## src/rtl/adc_bank_pkg.sv

```systemverilog
package adc_bank_pkg;
    // field positions inside a data word
    localparam int unsigned RES_LSB      = 6;
    localparam int unsigned CHAN_LSB     = 24;
    localparam int unsigned OVR_BIT      = 30;
    localparam int unsigned DONE_BIT     = 31;
    // word addresses
    localparam int unsigned ADDR_GLOBAL  = 0;
    localparam int unsigned ADDR_IEN     = 1;
    localparam int unsigned ADDR_CH_BASE = 2;
endpackage

```

## src/rtl/adc_result_slot.sv

```systemverilog
module adc_result_slot #(
    parameter int unsigned RES_W = 10
) (
    input  logic             clk,
    input  logic             rst_n,
    input  logic             load,
    input  logic [RES_W-1:0] load_val,
    input  logic             burst,
    input  logic             rd_clear,
    output logic [RES_W-1:0] res_q,
    output logic             done_q,
    output logic             ovr_q
);
    typedef struct packed {
        logic [RES_W-1:0] res;
        logic             done;
        logic             ovr;
    } slot_t;

    slot_t st_d, st_q;

    always_comb begin
        st_d = st_q;
        if (load) begin
            // a new completion wins over a read in the same cycle
            st_d.res  = load_val;
            st_d.done = 1'b1;
            st_d.ovr  = !rd_clear && (st_q.ovr || (burst && st_q.done));
        end else if (rd_clear) begin
            st_d.done = 1'b0;
            st_d.ovr  = 1'b0;
        end
    end

    always_ff @(posedge clk or negedge rst_n) begin
        if (!rst_n) begin
            st_q <= '0;
        end else begin
            st_q <= st_d;
        end
    end

    assign res_q  = st_q.res;
    assign done_q = st_q.done;
    assign ovr_q  = st_q.ovr;
endmodule

```

## src/rtl/adc_irq_merge.sv

```systemverilog
module adc_irq_merge #(
    parameter int unsigned NUM_CH = 8
) (
    input  logic [NUM_CH-1:0] ch_done,
    input  logic [NUM_CH:0]   ien,
    input  logic              g_done,
    input  logic              burst,
    output logic              irq
);
    logic ch_hit;
    logic g_hit;

    always_comb begin
        ch_hit = |(ch_done & ien[NUM_CH-1:0]);
        // the global source is gated off while converting continuously
        g_hit  = g_done && ien[NUM_CH] && !burst;
        irq    = ch_hit || g_hit;
    end
endmodule

```

## src/rtl/adc_read_mux.sv

```systemverilog
module adc_read_mux
    import adc_bank_pkg::*;
#(
    parameter int unsigned NUM_CH = 8,
    parameter int unsigned RES_W  = 10,
    parameter int unsigned CH_W   = 3,
    parameter int unsigned ADDR_W = 4,
    parameter int unsigned DATA_W = 32
) (
    input  logic [ADDR_W-1:0]             rd_addr,
    input  logic [NUM_CH-1:0][RES_W-1:0]  ch_res,
    input  logic [NUM_CH-1:0]             ch_done,
    input  logic [NUM_CH-1:0]             ch_ovr,
    input  logic [RES_W-1:0]              g_res,
    input  logic                          g_done,
    input  logic                          g_ovr,
    input  logic [CH_W-1:0]               g_chan,
    input  logic [NUM_CH:0]               ien,
    output logic [DATA_W-1:0]             rdata
);
    function automatic logic [DATA_W-1:0] pack_word(
        input logic [RES_W-1:0] res,
        input logic             done,
        input logic             ovr
    );
        logic [DATA_W-1:0] w;
        w                    = '0;
        w[RES_LSB +: RES_W]  = res;
        w[OVR_BIT]           = ovr;
        w[DONE_BIT]          = done;
        return w;
    endfunction

    always_comb begin
        rdata = '0;
        if (rd_addr == ADDR_W'(ADDR_GLOBAL)) begin
            rdata                   = pack_word(g_res, g_done, g_ovr);
            rdata[CHAN_LSB +: CH_W] = g_chan;
        end else if (rd_addr == ADDR_W'(ADDR_IEN)) begin
            rdata[NUM_CH:0] = ien;
        end
        for (int k = 0; k < NUM_CH; k++) begin
            if (rd_addr == ADDR_W'(ADDR_CH_BASE + k)) begin
                rdata = pack_word(ch_res[k], ch_done[k], ch_ovr[k]);
            end
        end
    end
endmodule

```

## src/rtl/adc_result_bank.sv

```systemverilog
module adc_result_bank
    import adc_bank_pkg::*;
#(
    parameter  int unsigned NUM_CH = 8,
    parameter  int unsigned RES_W  = 10,
    parameter  int unsigned ADDR_W = 4,
    parameter  int unsigned DATA_W = 32,
    localparam int unsigned CH_W   = $clog2(NUM_CH)
) (
    input  logic              clk,
    input  logic              rst_n,
    input  logic              conv_valid,
    input  logic [CH_W-1:0]   conv_chan,
    input  logic [RES_W-1:0]  conv_result,
    input  logic              burst_mode,
    input  logic              reg_wr,
    input  logic              reg_rd,
    input  logic [ADDR_W-1:0] reg_addr,
    input  logic [DATA_W-1:0] reg_wdata,
    output logic [DATA_W-1:0] reg_rdata,
    output logic              irq
);
    localparam logic [NUM_CH:0] IEN_RESET = {1'b1, {NUM_CH{1'b0}}};

    typedef struct packed {
        logic [NUM_CH:0] ien;
        logic [CH_W-1:0] g_chan;
    } ctrl_t;

    ctrl_t ctrl_d, ctrl_q;

    logic [NUM_CH-1:0][RES_W-1:0] ch_res;
    logic [NUM_CH-1:0]            ch_done;
    logic [NUM_CH-1:0]            ch_ovr;
    logic [NUM_CH-1:0]            ch_load;
    logic [NUM_CH-1:0]            ch_rd;
    logic [RES_W-1:0]             g_res;
    logic                         g_done;
    logic                         g_ovr;
    logic                         g_rd;
    logic [NUM_CH:0]              ien_q;
    logic                         unused_wdata;

    assign unused_wdata = ^reg_wdata[DATA_W-1:NUM_CH+1];

    always_comb begin
        ctrl_d = ctrl_q;
        if (reg_wr && reg_addr == ADDR_W'(ADDR_IEN)) begin
            ctrl_d.ien = reg_wdata[NUM_CH:0];
        end
        if (conv_valid) begin
            ctrl_d.g_chan = conv_chan;
        end
    end

    always_ff @(posedge clk or negedge rst_n) begin
        if (!rst_n) begin
            ctrl_q <= '{ien: IEN_RESET, g_chan: '0};
        end else begin
            ctrl_q <= ctrl_d;
        end
    end

    assign ien_q = ctrl_q.ien;

    for (genvar k = 0; k < NUM_CH; k++) begin : g_slot
        assign ch_load[k] = conv_valid && (conv_chan == CH_W'(k));
        assign ch_rd[k]   = reg_rd && (reg_addr == ADDR_W'(ADDR_CH_BASE + k));

        adc_result_slot #(.RES_W(RES_W)) u_slot (
            .clk      (clk),
            .rst_n    (rst_n),
            .load     (ch_load[k]),
            .load_val (conv_result),
            .burst    (burst_mode),
            .rd_clear (ch_rd[k]),
            .res_q    (ch_res[k]),
            .done_q   (ch_done[k]),
            .ovr_q    (ch_ovr[k])
        );
    end

    assign g_rd = reg_rd && (reg_addr == ADDR_W'(ADDR_GLOBAL));

    adc_result_slot #(.RES_W(RES_W)) u_global (
        .clk      (clk),
        .rst_n    (rst_n),
        .load     (conv_valid),
        .load_val (conv_result),
        .burst    (burst_mode),
        .rd_clear (g_rd),
        .res_q    (g_res),
        .done_q   (g_done),
        .ovr_q    (g_ovr)
    );

    adc_irq_merge #(.NUM_CH(NUM_CH)) u_irq (
        .ch_done (ch_done),
        .ien     (ien_q),
        .g_done  (g_done),
        .burst   (burst_mode),
        .irq     (irq)
    );

    adc_read_mux #(
        .NUM_CH (NUM_CH),
        .RES_W  (RES_W),
        .CH_W   (CH_W),
        .ADDR_W (ADDR_W),
        .DATA_W (DATA_W)
    ) u_rmux (
        .rd_addr (reg_addr),
        .ch_res  (ch_res),
        .ch_done (ch_done),
        .ch_ovr  (ch_ovr),
        .g_res   (g_res),
        .g_done  (g_done),
        .g_ovr   (g_ovr),
        .g_chan  (ctrl_q.g_chan),
        .ien     (ien_q),
        .rdata   (reg_rdata)
    );
endmodule

```

## config.mk

```make
export PLATFORM = sky130hd
export DESIGN_NAME = adc_result_bank
export DESIGN_NICKNAME = d
export VERILOG_FILES = /design/src/rtl/adc_bank_pkg.sv /design/src/rtl/adc_result_slot.sv /design/src/rtl/adc_irq_merge.sv /design/src/rtl/adc_read_mux.sv /design/src/rtl/adc_result_bank.sv
export SDC_FILE = /design/constraint.sdc
export NUM_CORES = 1
export LEC_CHECK = 0
export BUFFER_PORTS_ARGS = -buffer_cell sky130_fd_sc_hd__buf_2
export CAP_MARGIN = 20
export CORE_MARGIN = 3
export CORE_UTILIZATION = 30
export CTS_BUF_LIST = sky130_fd_sc_hd__clkbuf_4
export CTS_CLUSTER_DIAMETER = 80
export DETAILED_ROUTE_END_ITERATION = 10
export GPL_TIMING_DRIVEN = 0
export PLACE_DENSITY = 0.48
export SKIP_LAST_GASP = 1
export SYNTH_ARGS = -nofsm -noshare
export SYNTH_HDL_FRONTEND = slang
export SYNTH_HIERARCHICAL = 1
export SYNTH_SLANG_ARGS = --single-unit
```

## constraint.sdc

```tcl
create_clock -name clk -period 1.9 [get_ports clk]
set_clock_uncertainty 0.1 [all_clocks]
set_input_delay 0 -clock clk [delete_from_list [all_inputs] [get_ports clk]]
set_output_delay 0 -clock clk [all_outputs]
set_load 0.02 [all_outputs]
```

### Word-level counts from Yosys, hierarchy flattened

Cells that the tools add are included.

| storage, ports and cells | value |
|---|---|
| register bits | 120 |
| input port bits | 55 |
| output and inout bits | 33 |
| word-level logic and storage cells | 145 |

| operators by class | value |
|---|---|
| equality and inequality tests | 16 |
| mux-type cells | 29 |
| bitwise operators | 1 |
| reduce and logical (&&, ||, !) cells | 70 |

Operators with widths:

| kind | count |
|---|---|
| 32-bit 2-to-1 mux | 8 |
| 1-bit logical AND | 38 |
| 2-bit 2-to-1 mux | 18 |
| 23-bit 2-to-1 mux | 1 |
| 9-bit 2-to-1 mux | 2 |
| 2-bit nonzero test | 9 |
| 4-bit by 3-bit equality test with 1-bit output (second input constant) | 4 |
| 3-bit equality test (second input constant) | 4 |
| 1-bit zero test | 10 |
| 1-bit logical OR | 10 |
| 8-bit AND | 1 |
| 4-bit by 2-bit equality test with 1-bit output (second input constant) | 2 |
| 4-bit equality test (second input constant) | 2 |
| 8-bit OR reduction | 1 |
| 3-bit by 2-bit equality test with 1-bit output (second input constant) | 2 |
| 4-bit by 1-bit equality test with 1-bit output (second input constant) | 1 |
| 4-bit zero test | 1 |
| 3-bit by 1-bit equality test with 1-bit output (second input constant) | 1 |
| 3-bit zero test | 1 |

### Longest topological paths before layout

| depth | value |
|---|---|
| depth in word-level cells | 11 |
| gate-level depth with buffers | 6 |
| gate-level depth less buffers | 4 |

### By module

Netlist, hierarchy kept.

Modules (own cells, without submodules):

| module | instances | cells each | area an instance (um^2) | sequential area each (um^2) |
|---|---|---|---|---|
| adc_result_slot | 9 | 27 | 476.7 | 300.3 |
| adc_read_mux | 1 | 184 | 1246.2 | 0.0 |
| adc_result_bank | 1 | 54 | 601.8 | 301.5 |
| adc_irq_merge | 1 | 6 | 58.8 | 0.0 |

### Least setup slack after synthesis

OpenSTA, ideal clock, no wires.

| path | value |
|---|---|
| path kind | input to output |
| start point | in reg_addr[2] |
| end point | out reg_rdata[10] |
| data arrival time | 1194 ps |
| data required time | 1800 ps |
| setup slack | 606 ps |
| stages | 6 |
| path buffers | 2 |
| cells stage by stage | buf_2 -> or3b_1 -> buf_2 -> o32ai_1 -> a21oi_1 -> o221ai_1 |

| between the ends | value |
|---|---|
| longest elaborated chain between the ends | 10 |
| elaborated cells on any way between the ends | 18 |
| classes of those cells | 8 x eq/ne; 9 x mux; 1 x reduce/logical |

RTL lines:

| element | line | RTL |
|---|---|---|
| from (decl) | adc_result_bank.sv:18 | `input logic [ADDR_W-1:0] reg_addr,` |
| 4-bit zero test | adc_read_mux.sv:36 | `if (rd_addr == ADDR_W'(ADDR_GLOBAL)) begin` |
| 23-bit 2-to-1 mux | adc_read_mux.sv:36 |  |
| 32-bit 2-to-1 mux (7 in a row) | adc_read_mux.sv:43 | `if (rd_addr == ADDR_W'(ADDR_CH_BASE + k)) begin` |
| 32-bit 2-to-1 mux (*) | adc_read_mux.sv:43 |  |
| to (decl) | adc_result_bank.sv:20 | `output logic [DATA_W-1:0] reg_rdata,` |

Every way passes the cells marked *; elsewhere a longest branch is shown, timed or not.

### Final worst setup path

| path | value |
|---|---|
| start point | reg ctrl_q, in the netlist ien_q[8] |
| end point | out reg_rdata[8] |

| between the ends | value |
|---|---|
| longest elaborated chain between the ends | 10 |

RTL lines:

| element | line | RTL |
|---|---|---|
| from (decl) | adc_result_bank.sv:30 | `ctrl_t ctrl_d, ctrl_q;` |
| from (signal assigned) | adc_result_bank.sv:58 | `ctrl_q <= '{ien: IEN_RESET, g_chan: '0};` |
| from (signal assigned) | adc_result_bank.sv:60 | `ctrl_q <= ctrl_d;` |
| 9-bit 2-to-1 mux | adc_read_mux.sv:39 | `end else if (rd_addr == ADDR_W'(ADDR_IEN)) begin` |
| 9-bit 2-to-1 mux | adc_read_mux.sv:36 |  |
| 32-bit 2-to-1 mux (8 in a row) | adc_read_mux.sv:43 |  |

No other way between the ends.

==> metrics.yaml <==
yosys:
  yosysUniqueCellTypes: 42
  synth_edf_count: 0
  ys_async_sr_fraction_pct: 100
  ys_seq_area_share_pct: 48.5
  syn-cell-area_um2: 6200
  yosysWarningCount: 6
  synth_area_per_cell_um2: 12.7
  synth_cells: 487
  yosys_most_used_dff: "dfrtp_1"
  ys_seq_elements: 120
die:
  ios: 88
  initial_core_util_pct: 31.2
  fp-row-count: 51
  fp.dieW_um: 150
  coreArea_um2: 19800
  die-area_um2: 22400
  die_h_um: 150
global_routing:
  grt_pass1_wl_um: 27400
  grt_max_degree: 68
  overflow: 0
  grt_antenna_before_repair: 1
  track_usage_pct: 16.3
  grt_pass1_vias: 4633
sta:
  rsz0062_at_grt: "true"
  fin_crit_ns: 1.90
  hold_ws_ns: 0.239
  finalHoldViolCount: 0
  tightestPinTransition_ns: 0.630
  slew_violations: 0
  fin_crit_sh_pct: 99.9
  finalSetupViolCount: 0
  fmax_ghz: 0.527
  relSlewSlack_pct: 57.8
  tns_ns: 0
worst_hold_path:
  hold_path_depth: 3
  hold_class: "in -> reg"
power:
  irDropWorstVdd_mv: 0.657
  finalPower_mw: 6.79
  p_leak_nw: 3.52
  power.density_nw_per_um2: 867
clock_network:
  clk_path_buf_depth: 2
  h-tree-depth: 4
  numCtsBuffers: 17
  clkTransAtPathRegs_ns: 0.10
  cts-root-buf: "clkbuf_4"
  insertion_delay_ns: 0.56
  cts_tree: "yes"
  clock_sinks: 120
setup_path:
  worstPathArrival_ns: 1.80
  critical_path.max_fanout: 2
  critPathKind: "reg -> out"
  required_ns: 1.80
  worstSetupEndpointType: "primary output"
  reg2reg_depth: 3
  cp-start-kind: "flop"
cells_and_area:
  layout.nets: 692
  stdcell_count: 913
  drive_gt1_share_pct: 39.9
  area_growth_pct: 26.4
  mostFrequentLayoutCells: "116 x dfrtp_1, 72 x mux2_4, 59 x dlygate4sd3_1, 52 x buf_2, 31 x buf_4"
  layout.cells.most_common: "dfrtp_1"
routing:
  viasPerCell: 4.91
  dr.pass1.iters: 5
  ant_nets: 0
  drt_wl_total_um: 17600
  drt_iter0_markers: 247
  drc: 0
  vias: 4485
  wire_per_inst_um: 19.2
run:
  maxCapViolCount: 0
placement:
  dpl.hpwl_um: 11400
  gp_congestion: 0.803
  io_buffer_count: 53
  dp_cells: 816
outcome:
  status: "finished, final reports clean"
[cell families after synthesis]
logic type	share of synthesized area (%)
AOI/OAI and AO/OA	10.5
and+or+nand+nor	8.74
buffers and inverters	5.27
muxes	26.9
other	0.0605
DFF	48.5
[critical path, cell delays in order (launching register included)]
cell	delay [ns]
dfstp_2	0.55
mux2i_2	0.07
o22ai_1	0.17
a21oi_1	0.07
o21ai_1	0.21
buf_4	0.18
[routing by layer]
metal | part of all wire [%] | track usage [%] | vias to the layer above | wire, um
met3 | 3.6 | 3.36 | 12 | 625
met1 | 47 | 23.0 | 2347 | 8290
met5 | 0 | 0 | - | 0
met4 | 0.88 | 4.12 | 0 | 154
li1 | - | - | 2044 | -
met2 | 48 | 25.6 | 82 | 8490
[power by group]
group,leakage [nW],total [mW],internal [mW],switching (mW)
Sequential,1.43,3.43,3.09,0.342
Clock,0.121,1.54,0.637,0.908
Combinational,1.98,1.81,1.10,0.716
[final timing paths]
check,from,endpoint,slack [ns]
min in group asynchronous,rst_n,ien_q[5],0.40
worst min register to register,g_slot[3].u_slot/ovr_q,g_slot[3].u_slot/ovr_q,0.41
worst max register to register,ien_q[6],ien_q[6],0.35
worst max-delay path,ien_q[8],reg_rdata[8],0.001
max in group asynchronous,rst_n,ien_q[8],0.58
worst min-delay path,conv_result[4],g_slot[0].u_slot/res_q[4],0.24
[timing repair]
item / CTS / global route
setup endpoints to repair: 10 / 12
pin swaps: 5 / 9
resized for setup: 8 / 23
setup buffers: 3 / 5
hold buffers: 59 / 0
hold endpoints to repair: 239 / 0
[state kept, by name, summed over array words and instances (netlist names)]
signal / count
g_slot.u_slot/done_q: 8
u_global/ovr_q: 1
u_global/res_q: 10
g_slot.u_slot/ovr_q: 8
ien_q: 9
ctrl_q: 3
g_slot.u_slot/res_q: 80
u_global/done_q: 1
[area by class of cell]
type | instances | area (um^2)
antenna | 1 | 2.50
buffer | 38 | 289
clock buffer | 20 | 150
clock inverter | 9 | 61.3
fill | 1925 | 12000
inverter | 11 | 41.3
multi-input combinational | 328 | 2970
sequential | 120 | 3010
tap | 265 | 332
timing repair buffer | 121 | 976
[synth_stat cells (all sizes together) (3+ instances only)]
library cell	n	area share [%]
o22ai	3	0.30
buf	34	4.4
clkbuf	4	0.24
or2	3	0.30
nand2	16	0.97
mux2i	26	4.2
inv	11	0.67
o22a	9	1.3
o32ai	3	0.42
a21oi	16	1.3
o221ai	14	2.0
a2bb2oi	7	0.99
dfrtp	119	48
nor3	13	1.0
a31oi	9	0.91
nor2b	4	0.40
and3	3	0.30
and2	7	0.71
o21ai	12	0.97
mux2	101	23
nand3b	3	0.36
a21o	11	1.5
or3	4	0.40
nand2b	15	1.6
nor2	29	1.8
[through the flow]
step / setup WS [ns] / util (%) / instance area (um^2)
after global placement: -0.812 / 34.4 / 6830
after CTS: -0.0358 / 38.9 / 7710
after floorplan: 0.606 / - / 6230
after global routing: -0.106 / 39.5 / 7830
after detailed placement: -0.203 / 34.6 / 6870
final: 0.00126 / 39.5 / 7830
No activity file was read; power rests on OpenSTA's default activity.
